## config.mk

```make
export PLATFORM = sky130hd
export DESIGN_NAME = serial_async_xcvr
export DESIGN_NICKNAME = d
export VERILOG_FILES = /design/src/rtl/sax_pkg.sv /design/src/rtl/sax_tx.sv /design/src/rtl/sax_rx.sv /design/src/rtl/serial_async_xcvr.sv
export SDC_FILE = /design/constraint.sdc
export NUM_CORES = 1
export LEC_CHECK = 0
export ABC_AREA = 0
export BUFFER_PORTS_ARGS = -buffer_cell sky130_fd_sc_hd__buf_2
export CORE_MARGIN = 4
export CORE_UTILIZATION = 40
export CTS_BUF_LIST = sky130_fd_sc_hd__clkbuf_4 sky130_fd_sc_hd__clkbuf_8
export CTS_CLUSTER_SIZE = 30
export DETAILED_ROUTE_END_ITERATION = 6
export GPL_ROUTABILITY_DRIVEN = 0
export PLACE_DENSITY = 0.58
export RECOVER_POWER = 50
export REMOVE_ABC_BUFFERS = 1
export SLEW_MARGIN = 20
export SYNTH_ARGS = -nofsm -noshare
export SYNTH_HDL_FRONTEND = slang
export SYNTH_HIERARCHICAL = 1
export SYNTH_SLANG_ARGS = --single-unit
```

## constraint.sdc

```tcl
create_clock -name clk -period 3.5 [get_ports clk]
set_input_delay 0.175 -clock clk [delete_from_list [all_inputs] [get_ports clk]]
set_output_delay 0.175 -clock clk [all_outputs]
set_load 0.05 [all_outputs]
```

## src/rtl/sax_pkg.sv

```systemverilog
`timescale 1ns/1ps
package sax_pkg;
    localparam int DW  = 8;   // widest character
    localparam int CW  = 8;   // cycle counter, holds 2 x 64
    localparam int DBW = 4;   // bit index / bit count width
    localparam int MIN_BITS = 5;
    localparam int OS_MID = 16;
    localparam int OS_HI  = 32;
    localparam int OS_TOP = 64;

    localparam logic [1:0] PAR_EVEN = 2'd1;
    localparam logic [1:0] PAR_ODD  = 2'd2;

    typedef enum logic [2:0] {TX_IDLE, TX_START, TX_DATA, TX_PAR, TX_STOP} tx_st_e;
    typedef enum logic [2:0] {RX_IDLE, RX_START, RX_DATA, RX_PAR, RX_STOP, RX_BRKW} rx_st_e;

    function automatic logic [CW-1:0] bit_cycles(input logic [1:0] fac);
        case (fac)
            2'd0:    return CW'(1);
            2'd1:    return CW'(OS_MID);
            2'd2:    return CW'(OS_HI);
            default: return CW'(OS_TOP);
        endcase
    endfunction

    function automatic logic [CW-1:0] stop_cycles(input logic [1:0] stp, input logic [1:0] fac);
        logic [CW-1:0] b;
        b = bit_cycles(fac);
        case (stp)
            2'd0:    return b;
            2'd1:    return (fac == 2'd0) ? CW'(2) : b + (b >> 1);
            default: return b << 1;
        endcase
    endfunction

    function automatic logic [DBW-1:0] data_bits(input logic [1:0] len);
        return DBW'(MIN_BITS) + {{(DBW-2){1'b0}}, len};
    endfunction

    function automatic logic [DW-1:0] data_mask(input logic [1:0] len);
        return {DW{1'b1}} >> (2'd3 - len);
    endfunction

    function automatic logic has_parity(input logic [1:0] pm);
        return (pm == PAR_EVEN) || (pm == PAR_ODD);
    endfunction
endpackage

```

## src/rtl/sax_tx.sv

```systemverilog
`timescale 1ns/1ps
module sax_tx
    import sax_pkg::*;
(
    input  logic          clk,
    input  logic          rst,
    input  logic [1:0]    cfg_len,
    input  logic [1:0]    cfg_stop,
    input  logic [1:0]    cfg_par,
    input  logic [1:0]    cfg_fac,
    input  logic [DW-1:0] tx_data,
    input  logic          tx_valid,
    output logic          tx_ready,
    input  logic          tx_break,
    output logic          txd
);
    typedef struct packed {
        tx_st_e          st;
        logic [CW-1:0]   cnt;
        logic [DBW-1:0]  idx;
        logic [DW-1:0]   sh;
        logic            par;
        logic [1:0]      len;
        logic [1:0]      stp;
        logic [1:0]      pm;
        logic [1:0]      fac;
        logic            txd;
    } tx_t;

    tx_t q, d;
    logic [CW-1:0]  bitc_q, stopc_q;
    logic [DBW-1:0] nbits_q;

    always_comb begin
        d        = q;
        bitc_q   = bit_cycles(q.fac);
        stopc_q  = stop_cycles(q.stp, q.fac);
        nbits_q  = data_bits(q.len);
        tx_ready = (q.st == TX_IDLE) && !tx_break;
        if (tx_break) begin
            d.st  = TX_IDLE;
            d.txd = 1'b0;
        end else begin
            case (q.st)
                TX_IDLE: begin
                    d.txd = 1'b1;
                    if (tx_valid) begin
                        d.st  = TX_START;
                        d.txd = 1'b0;
                        d.sh  = tx_data;
                        d.len = cfg_len;
                        d.stp = cfg_stop;
                        d.pm  = cfg_par;
                        d.fac = cfg_fac;
                        d.cnt = bit_cycles(cfg_fac) - CW'(1);
                        d.par = (^(tx_data & data_mask(cfg_len))) ^ (cfg_par == PAR_ODD);
                    end
                end
                TX_START: begin
                    if (q.cnt == '0) begin
                        d.st  = TX_DATA;
                        d.txd = q.sh[0];
                        d.idx = '0;
                        d.cnt = bitc_q - CW'(1);
                    end else begin
                        d.cnt = q.cnt - CW'(1);
                    end
                end
                TX_DATA: begin
                    if (q.cnt == '0) begin
                        if (q.idx == nbits_q - DBW'(1)) begin
                            if (has_parity(q.pm)) begin
                                d.st  = TX_PAR;
                                d.txd = q.par;
                                d.cnt = bitc_q - CW'(1);
                            end else begin
                                d.st  = TX_STOP;
                                d.txd = 1'b1;
                                d.cnt = stopc_q - CW'(1);
                            end
                        end else begin
                            d.idx = q.idx + DBW'(1);
                            d.sh  = q.sh >> 1;
                            d.txd = q.sh[1];
                            d.cnt = bitc_q - CW'(1);
                        end
                    end else begin
                        d.cnt = q.cnt - CW'(1);
                    end
                end
                TX_PAR: begin
                    if (q.cnt == '0) begin
                        d.st  = TX_STOP;
                        d.txd = 1'b1;
                        d.cnt = stopc_q - CW'(1);
                    end else begin
                        d.cnt = q.cnt - CW'(1);
                    end
                end
                TX_STOP: begin
                    if (q.cnt == '0) begin
                        d.st = TX_IDLE;
                    end else begin
                        d.cnt = q.cnt - CW'(1);
                    end
                end
                default: d.st = TX_IDLE;
            endcase
        end
    end

    always_ff @(posedge clk) begin
        if (rst) begin
            q     <= '0;
            q.txd <= 1'b1;
        end else begin
            q <= d;
        end
    end

    assign txd = q.txd;
endmodule

```

## src/rtl/sax_rx.sv

```systemverilog
`timescale 1ns/1ps
module sax_rx
    import sax_pkg::*;
(
    input  logic          clk,
    input  logic          rst,
    input  logic [1:0]    cfg_len,
    input  logic [1:0]    cfg_par,
    input  logic [1:0]    cfg_fac,
    input  logic          rxd,
    output logic [DW-1:0] rx_data,
    output logic          rx_valid,
    input  logic          rx_take,
    output logic          rx_perr,
    output logic          rx_ferr,
    output logic          rx_ovr,
    output logic          rx_brk,
    output logic          rx_brk_end
);
    typedef struct packed {
        rx_st_e          st;
        logic [CW-1:0]   cnt;
        logic [DBW-1:0]  idx;
        logic [DW-1:0]   sh;
        logic            pacc;
        logic            pbit;
        logic [1:0]      len;
        logic [1:0]      pm;
        logic [1:0]      fac;
        logic            s1;
        logic            s2;
        logic [DW-1:0]   hold;
        logic            valid;
        logic            perr;
        logic            ferr;
        logic            brk;
        logic            ovr;
        logic            brk_end;
    } rx_t;

    rx_t q, d;
    logic           line;
    logic [CW-1:0]  bitc_q;
    logic [DBW-1:0] nbits_q;
    logic [DW-1:0]  got;
    logic           done, f_err, p_err, is_brk;

    always_comb begin
        d         = q;
        d.s1      = rxd;
        d.s2      = q.s1;
        d.brk_end = 1'b0;
        line      = q.s2;
        bitc_q    = bit_cycles(q.fac);
        nbits_q   = data_bits(q.len);
        got       = q.sh >> (2'd3 - q.len);
        done      = (q.st == RX_STOP) && (q.cnt == '0);
        f_err     = !line;
        is_brk    = f_err && (got == '0) && !(has_parity(q.pm) && q.pbit);
        p_err     = has_parity(q.pm) && (q.pbit != (q.pacc ^ (q.pm == PAR_ODD))) && !is_brk;

        if (rx_take) begin
            d.valid = 1'b0;
            d.ovr   = 1'b0;
        end

        case (q.st)
            RX_IDLE: begin
                if (!line) begin
                    d.len  = cfg_len;
                    d.pm   = cfg_par;
                    d.fac  = cfg_fac;
                    d.idx  = '0;
                    d.sh   = '0;
                    d.pacc = 1'b0;
                    d.pbit = 1'b0;
                    if (cfg_fac == 2'd0) begin
                        d.st  = RX_DATA;
                        d.cnt = '0;
                    end else begin
                        d.st  = RX_START;
                        d.cnt = (bit_cycles(cfg_fac) >> 1) - CW'(1);
                    end
                end
            end
            RX_START: begin
                if (q.cnt == '0) begin
                    if (line) begin
                        d.st = RX_IDLE;
                    end else begin
                        d.st  = RX_DATA;
                        d.cnt = bitc_q - CW'(1);
                    end
                end else begin
                    d.cnt = q.cnt - CW'(1);
                end
            end
            RX_DATA: begin
                if (q.cnt == '0) begin
                    d.sh   = {line, q.sh[DW-1:1]};
                    d.pacc = q.pacc ^ line;
                    d.cnt  = bitc_q - CW'(1);
                    if (q.idx == nbits_q - DBW'(1)) begin
                        d.st = has_parity(q.pm) ? RX_PAR : RX_STOP;
                    end else begin
                        d.idx = q.idx + DBW'(1);
                    end
                end else begin
                    d.cnt = q.cnt - CW'(1);
                end
            end
            RX_PAR: begin
                if (q.cnt == '0) begin
                    d.pbit = line;
                    d.st   = RX_STOP;
                    d.cnt  = bitc_q - CW'(1);
                end else begin
                    d.cnt = q.cnt - CW'(1);
                end
            end
            RX_STOP: begin
                if (q.cnt == '0) begin
                    d.st = is_brk ? RX_BRKW : RX_IDLE;
                end else begin
                    d.cnt = q.cnt - CW'(1);
                end
            end
            RX_BRKW: begin
                if (line) begin
                    d.brk_end = 1'b1;
                    d.st      = RX_IDLE;
                end
            end
            default: d.st = RX_IDLE;
        endcase

        if (done) begin
            if (q.valid && !rx_take) begin
                d.ovr = 1'b1;
            end else begin
                d.valid = 1'b1;
                d.hold  = got;
                d.perr  = p_err;
                d.ferr  = f_err;
                d.brk   = is_brk;
                d.ovr   = 1'b0;
            end
        end
    end

    always_ff @(posedge clk) begin
        if (rst) begin
            q    <= '0;
            q.s1 <= 1'b1;
            q.s2 <= 1'b1;
        end else begin
            q <= d;
        end
    end

    assign rx_data    = q.hold;
    assign rx_valid   = q.valid;
    assign rx_perr    = q.perr;
    assign rx_ferr    = q.ferr;
    assign rx_ovr     = q.ovr;
    assign rx_brk     = q.brk;
    assign rx_brk_end = q.brk_end;
endmodule

```

## src/rtl/serial_async_xcvr.sv

```systemverilog
`timescale 1ns/1ps
module serial_async_xcvr
    import sax_pkg::*;
(
    input  logic          clk,
    input  logic          rst,
    input  logic [1:0]    cfg_len,
    input  logic [1:0]    cfg_stop,
    input  logic [1:0]    cfg_par,
    input  logic [1:0]    cfg_fac,
    input  logic [DW-1:0] tx_data,
    input  logic          tx_valid,
    output logic          tx_ready,
    input  logic          tx_break,
    output logic          txd,
    input  logic          rxd,
    output logic [DW-1:0] rx_data,
    output logic          rx_valid,
    input  logic          rx_take,
    output logic          rx_perr,
    output logic          rx_ferr,
    output logic          rx_ovr,
    output logic          rx_brk,
    output logic          rx_brk_end
);
    sax_tx u_tx (
        .clk      (clk),
        .rst      (rst),
        .cfg_len  (cfg_len),
        .cfg_stop (cfg_stop),
        .cfg_par  (cfg_par),
        .cfg_fac  (cfg_fac),
        .tx_data  (tx_data),
        .tx_valid (tx_valid),
        .tx_ready (tx_ready),
        .tx_break (tx_break),
        .txd      (txd)
    );

    sax_rx u_rx (
        .clk        (clk),
        .rst        (rst),
        .cfg_len    (cfg_len),
        .cfg_par    (cfg_par),
        .cfg_fac    (cfg_fac),
        .rxd        (rxd),
        .rx_data    (rx_data),
        .rx_valid   (rx_valid),
        .rx_take    (rx_take),
        .rx_perr    (rx_perr),
        .rx_ferr    (rx_ferr),
        .rx_ovr     (rx_ovr),
        .rx_brk     (rx_brk),
        .rx_brk_end (rx_brk_end)
    );
endmodule

```

==> impl_metrics.yaml, run 1 <==
floorplan:
  initial_core_util_pct: 41.04
  dieArea_um2: 14950
  ios: 38
  rows: 41
  die_w_um: 122.3
  core_area_um2: 12720
  chipHeight_um: 122.3
sta:
  drv_slew: 0
  max_clock_freq_ghz: 0.3854
  setup_viol_count_final: 0
  rsz0062_at_grt: "false"
  min_period_over_period_pct: 74.14
  hold_viol_final: 0
  slew_headroom_pct: 47.42
  worst_pin_slew_ns: 0.7858
  fin_crit_ns: 2.595
  hold_slack_ns: 0.04329
  fin_setup_tns_ns: 0
  finalClockSkew_ns: 0.01021
clocking:
  cts_hold_buf: 2
  clkTransAtPathRegs_ns: 0.09
  cts_resized: 0
  cts_buffers: 9
  postCtsSetupBuffers: 0
  clockBufferDepth: 2
  clkLatencyLatePin_ns: 0.37
  cts_htree_levels: 3
  clock-sinks: 80
  clk_root_buffer_cell: "clkbuf_8"
  cts_tree: "built"
worst_setup_path:
  crit_buf_inv: 1
  startpoint: "u_tx/q[22]"
  critPathKind: "reg2reg"
  startpoint_type: "register"
  end_kind: "register"
  arrival_ns: 2.86
  critPathMaxFanout: 15
  critPathSlowestCell: "or3b_2"
  worstRegToRegCells: 8
  cpPeakStageDelay_ns: 0.51
  r2r_slack_ns: 0.91
  r2r-end: "u_tx/q[16]"
  crit_chain: "inv_1, ha_1, or3b_2, nor2_4, a31oi_1, nor2_2, nor2_1, a311oi_1"
  crit_required_ns: 3.77
  crit_family: "simple AND/OR/NAND/NOR gates"
  r2r_start: "u_tx/q[22]"
worst_hold_path:
  worstHoldEndpoint: "u_tx/q[5]"
  worstHoldStart: "cfg_stop[0]"
  min_path_cells: 3
  hold_class: "in2reg"
synth:
  synthAdderAreaFrac_pct: 4.553
  synth_top_family_by_area: "simple AND/OR/NAND/NOR gates"
  postSynth.asyncResetShare_pct: 0
  yosysUniqueCellTypes: 75
  yosys.area_share.simple_pct: 26.62
  synth_area_per_cell_um2: 7.959
  synth.largest_area_cell: "dfxtp_1"
  synth_cells: 656
  yosysWarningCount: 6
  synth_seq_area_share_pct: 30.67
  synth_compound_area_share_pct: 21.54
  yosys-top-cells-area: "dfxtp_1 31%, a21oi_1 5.7%, nand2_1 5.2%, nor2_1 4.6%, ha_1 4.6%"
  synth_ff_type: "dfxtp_1"
  synth-edff-count: 0
  synth-seq-cells: 80
  synth.area.mux_share_pct: 4.505
  synth_top_cell_area_share_pct: 30.67
  synth_xor_area_share_pct: 5.368
  synth_area_um2: 5221
cells_and_area:
  seq_area_um2: 1602
  fillers: 1342
  drive_gt1_share_pct: 12.09
  area_growth_pct: 6.446
  diodes: 0
  fin_util_pct: 43.69
  nets: 706
  multi_input_area_um2: 3237
  fin_area_um2: 5558
power:
  internal-power_w: 0.001445
  p_leak_nw: 1.979
  pwr-share-seq_pct: 46.1
  sw_frac_of_total_pct: 32.26
  p_switching_w: 0.0006880
  comb_power_share_pct: 20.4
  p_total_w: 0.002133
  p_clk_share_pct: 33.6
  p_per_area_nw_per_um2: 383.8
  vdd_drop_max_uv: 243.4
global_routing:
  grt_max_degree: 29
  first_global_vias: 4524
  gr-total-overflow: 0
  grt_pass1_wl_um: 22090
  antenna_found_initial: 0
  grt_use_total_pct: 18.04
route:
  drt_first_pass_iters: 7
  top_layer_used: "met4"
  met1_length_um: 6159
  num_vias: 4777
  drtAntennaViolNets: 0
  vias_per_cell: 5.673
  drc: 0
  wl_met3_um: 624
  drt_iter0_markers: 296
  wl_um: 12970
  wire_per_inst_um: 15.40
  met2_length_um: 5964
run_status:
  outcome: "finished clean"
placement:
  place_area_um2: 5386
  portBuffers: 37
  dp_hpwl_um: 9274
flow_run:
  max-cap-violations: 0
==> flip-flops by register name, summed over array words and instances (netlist names) <==
register / count
u_rx/rx_valid: 1
u_rx/d: 1
u_rx/rx_brk_end: 1
u_rx/rx_brk: 1
u_rx/rx_perr: 1
u_tx/txd: 1
u_rx/rx_data: 8
u_rx/rx_ovr: 1
u_rx/q: 31
u_rx/line: 1
u_tx/q: 32
u_rx/rx_ferr: 1
==> layout by cell type, fill, tap and decap left out, types with 5 or more instances in the layout <==
master and count:
xnor2_1 21, mux2i_1 19, ha_1 19, o21ai_0 31, buf_2 21, nor2_1 65
xor2_1 11, buf_4 5, inv_1 21, nand2_1 73, a211oi_1 13, dfxtp_1 80
clkbuf_8 9, clkbuf_1 16, nor3_1 14, nor2b_1 7, a21oi_1 59, o22ai_1 5
a221oi_1 5, a31oi_1 7, nand3_1 31, nand2b_1 9, or2_2 8, a311oi_1 12
or3_1 5
==> per-stage QoR <==
| step | setup slack [ns] | cells |
|---|---|---|
| after floorplan | 1.300 | 610 |
| after global placement | 1.091 | 824 |
| after detailed placement | 0.9673 | 824 |
| after CTS | 0.9354 | 842 |
| after global routing | 0.6760 | 842 |
| final | 0.9052 | 842 |
==> layer usage <==
layer,up-vias,global-route usage [%]
met1,2275,24.74
met2,116,28.72
met5,-,0
met4,0,4.479
li1,2365,-
met3,21,4.240
==> cell type report <==
cell class                 count  area share [%]
clock buffer                   9           2.229
clock inverter                 7           1.418
inverter                      21           1.418
multi-input combinational    509           58.24
sequential                    80           28.82
tap                          172           3.872
timing repair buffer          44           4.007
==> worst max path at each step <==
| stage | to | cells after the start | slack (ns) |
|---|---|---|---|
| finish | u_tx/q[16] | 8 | 0.91 |
| global route | u_tx/q[14] | 8 | 0.68 |
| CTS | u_tx/q[16] | 8 | 0.94 |
| detailed placement | u_tx/q[16] | 8 | 0.97 |
| global placement | u_tx/q[17] | 8 | 1.09 |
| floorplan | u_tx/q[23] | 6 | 1.30 |
==> cell families after synthesis <==
group / Yosys count
compound gates: 171
xor+xnor: 32
fa+ha+maj: 19
buf+inv: 67
flops: 80
mux: 23
simple gates: 264
==> Yosys cell counts (3+ instances only) <==
cell / n
nand2_1: 73
a221oi_1: 5
or3b_2: 3
nor2_2: 3
nand3b_1: 3
clkbuf_8: 5
nor2b_1: 7
mux2i_1: 19
mux2_2: 4
nor2_1: 64
clkbuf_1: 24
o21a_1: 3
a21oi_1: 59
xor2_1: 11
buf_4: 9
or3_1: 5
xnor2_1: 21
o21ai_0: 31
o211ai_1: 4
nor4_1: 4
ha_1: 19
nor3b_2: 3
o31ai_1: 4
inv_1: 21
nor3_1: 14
a31oi_1: 7
a311oi_1: 12
o22ai_1: 5
a211oi_1: 13
nor3b_1: 3
nand3_1: 31
or2_2: 9
a32oi_1: 4
o22a_1: 3
nand2b_1: 9
and3_1: 3
buf_2: 6
or4_1: 4
and2b_2: 3
dfxtp_1: 80
nor4b_1: 3
==> worst reg2reg max path: cells and delay by family, from the launching register on <==
family | cells | cell delay, ns
buffers and inverters | 1 | 0.13
adder cells (fa/ha/maj) | 1 | 0.20
flip-flops | 1 | 0.38
AO/OA/AOI/OAI | 2 | 0.43
AND/OR/NAND/NOR | 4 | 1.36
==> power by group through the flow <==
stage / clock network, W / logic [W] / registers [W]
detailed placement: 0 / 0.000440 / 0.00100
CTS: 0.000750 / 0.000445 / 0.000982
floorplan: 0 / 0.000317 / 0.000998
global route: 0.000790 / 0.000481 / 0.000990
finish: 0.000716 / 0.000434 / 0.000983
global placement: 0 / 0.000433 / 0.00100
No activity file was read; power rests on OpenSTA's default activity.
==> inputs of run 2 (changes only) <==
--- a/config.mk
+++ b/config.mk
@@ -13,7 +13,7 @@
 export CTS_CLUSTER_SIZE = 30
 export DETAILED_ROUTE_END_ITERATION = 6
 export GPL_ROUTABILITY_DRIVEN = 0
-export PLACE_DENSITY = 0.58
+export PLACE_DENSITY = 0.6
 export RECOVER_POWER = 50
 export REMOVE_ABC_BUFFERS = 1
 export SLEW_MARGIN = 20
==> constraint.sdc (replaced) <==
create_clock -name clk -period 2.3 [get_ports clk]
set_input_delay 0.115 -clock clk [delete_from_list [all_inputs] [get_ports clk]]
set_output_delay 0.115 -clock clk [all_outputs]
set_load 0.05 [all_outputs]
==> run 2 against run 1 <==
Routed wire length up 3.7%. Total power up 55%. Die area unchanged. Utilization up 3.6 points. Hold slack better by 0.014 ns. Critical path depth unchanged.
==> impl_metrics.yaml, run 2 (same netlist as run 1, synthesis figures left out) <==
run_status:
  outcome: "finished clean"
sta:
  setup_viol_count_final: 0
  drv_slew: 0
  max_clock_freq_ghz: 0.4426
  fin_crit_ns: 2.260
  hold_viol_final: 0
  fin_setup_tns_ns: 0
  worst_pin_slew_ns: 0.8445
  slew_headroom_pct: 43.70
  min_period_over_period_pct: 98.24
  finalClockSkew_ns: 0.006987
cells_and_area:
  final_cell_mix: "78 x dfxtp_1, 73 x nand2_1, 63 x nor2_1"
  final_cell_count_no_fill: 885
  multi_input_area_um2: 3328
  top_register: "u_tx/q"
  final_common_cell: "dfxtp_1"
  fin_util_pct: 47.25
  area_growth_pct: 15.12
  largest_register_ffs: 32
  fillers: 1332
  seq_area_um2: 1607
  drive_gt1_share_pct: 18.79
  nets: 749
  diodes: 0
worst_setup_path:
  critPathKind: "reg2reg"
  worstRegToRegCells: 8
  critPathMaxFanout: 7
  r2r_slack_ns: 0.04
  cpPeakStageDelay_ns: 0.50
  arrival_ns: 2.56
  crit_chain: "inv_4, ha_4, or3b_2, buf_4, nor2_4, o211ai_4, or4_4, a21oi_2"
  r2r_start: "u_tx/q[22]"
  startpoint: "u_tx/q[22]"
  startpoint_type: "register"
  end_kind: "register"
  crit_required_ns: 2.60
  critPathSlowestCell: "or4_4"
global_routing:
  gr-total-overflow: 0
  first_global_vias: 4646
  grt_max_degree: 34
  antenna_found_initial: 0
  grt_use_total_pct: 17.84
  grt_pass1_wl_um: 21780
clocking:
  clk_root_buffer_cell: "clkbuf_8"
  cts_htree_levels: 3
  clkTransAtPathRegs_ns: 0.09
  cts_tree: "built"
  clkLatencyLatePin_ns: 0.37
  cts_buffers: 9
  clockBufferDepth: 2
  clock-sinks: 80
power:
  p_switching_w: 0.001115
  vdd_drop_max_uv: 283.4
  p_leak_nw: 2.202
  p_per_area_nw_per_um2: 548.5
  pwr-share-seq_pct: 45.0
  p_clk_share_pct: 30.9
  comb_power_share_pct: 24.1
  internal-power_w: 0.002182
  sw_frac_of_total_pct: 33.81
  p_total_w: 0.003297
route:
  drtAntennaViolNets: 0
  top_layer_used: "met4"
  num_vias: 5031
  wl_um: 13440
  wl_met3_um: 659
  met2_length_um: 6491
  drc: 0
  vias_per_cell: 5.685
  wire_per_inst_um: 15.19
  drt_first_pass_iters: 5
  drt_iter0_markers: 393
  met1_length_um: 6121
floorplan:
  chipHeight_um: 122.3
  die_w_um: 122.3
  dieArea_um2: 14950
  ios: 38
  core_area_um2: 12720
  initial_core_util_pct: 41.04
  rows: 41
placement:
  placedCellCount: 856
  portBuffers: 37
  dp_hpwl_um: 9579
worst_hold_path:
  worstHoldStart: "tx_data[2]"
  hold_class: "in2reg"
  min_path_cells: 3
flow_run:
  max-cap-violations: 0
-- run 2: worst paths after layout --
path / to
worst min-delay path: u_tx/q[12]
worst min register to register: u_rx/line
worst max register to register: u_tx/q[21]
worst max-delay path: u_tx/q[21]
-- run 2: layout make-up --
| class | count | share of cell area [%] |
|---|---|---|
| repair buffers | 87 | 9.888 |
| inverters | 21 | 1.353 |
| clock buffers | 9 | 2.061 |
| multi-input cells | 509 | 55.37 |
| well taps | 172 | 3.580 |
| flip-flops and latches | 80 | 26.73 |
| clock inverters | 7 | 1.020 |
-- run 2: power by group through the flow --
stage / combinational, W / sequential [W] / clock [W]
floorplan: 0.000482 / 0.00152 / 0
global placement: 0.000735 / 0.00151 / 0
detailed placement: 0.000742 / 0.00151 / 0
CTS: 0.000758 / 0.00148 / 0.00106
global route: 0.000867 / 0.00149 / 0.00112
finish: 0.000796 / 0.00148 / 0.00102
-- run 2: critical path: cells and delay by family, from the launching register on --
kind | cells | cell delay [ns]
adder cells (fa/ha/maj) | 1 | 0.14
flip-flops | 1 | 0.36
buffers and inverters | 2 | 0.23
AO/OA/AOI/OAI | 2 | 0.27
AND/OR/NAND/NOR | 3 | 1.19
-- run 2: per-layer routing --
| metal | GRT usage, % | vias to the layer above |
|---|---|---|
| met5 | 0 | - |
| met1 | 22.67 | 2406 |
| met4 | 5.668 | 0 |
| met2 | 30.23 | 152 |
| met3 | 3.825 | 16 |
| li1 | - | 2457 |
-- run 2: what timing repair did --
action | in CTS | in global routing
resized for setup | 0 | 22
setup endpoints to repair | 0 | 21
hold buffers | 8 | 0
buffers inserted | 0 | 4
endpoints found under the hold margin | 10 | 0
-- run 2: stage by stage --
stage	setup WS, ns	instance area [µm²]	hold slack [ns]
final	0.04047	6011	0.05745
after global routing	-0.02441	6011	0.05731
after CTS	0.02061	5917	0.001358
after detailed placement	0.05221	5652	0.2967
after global placement	0.1119	5652	0.2912
after floorplan	0.1003	4949	0.1841
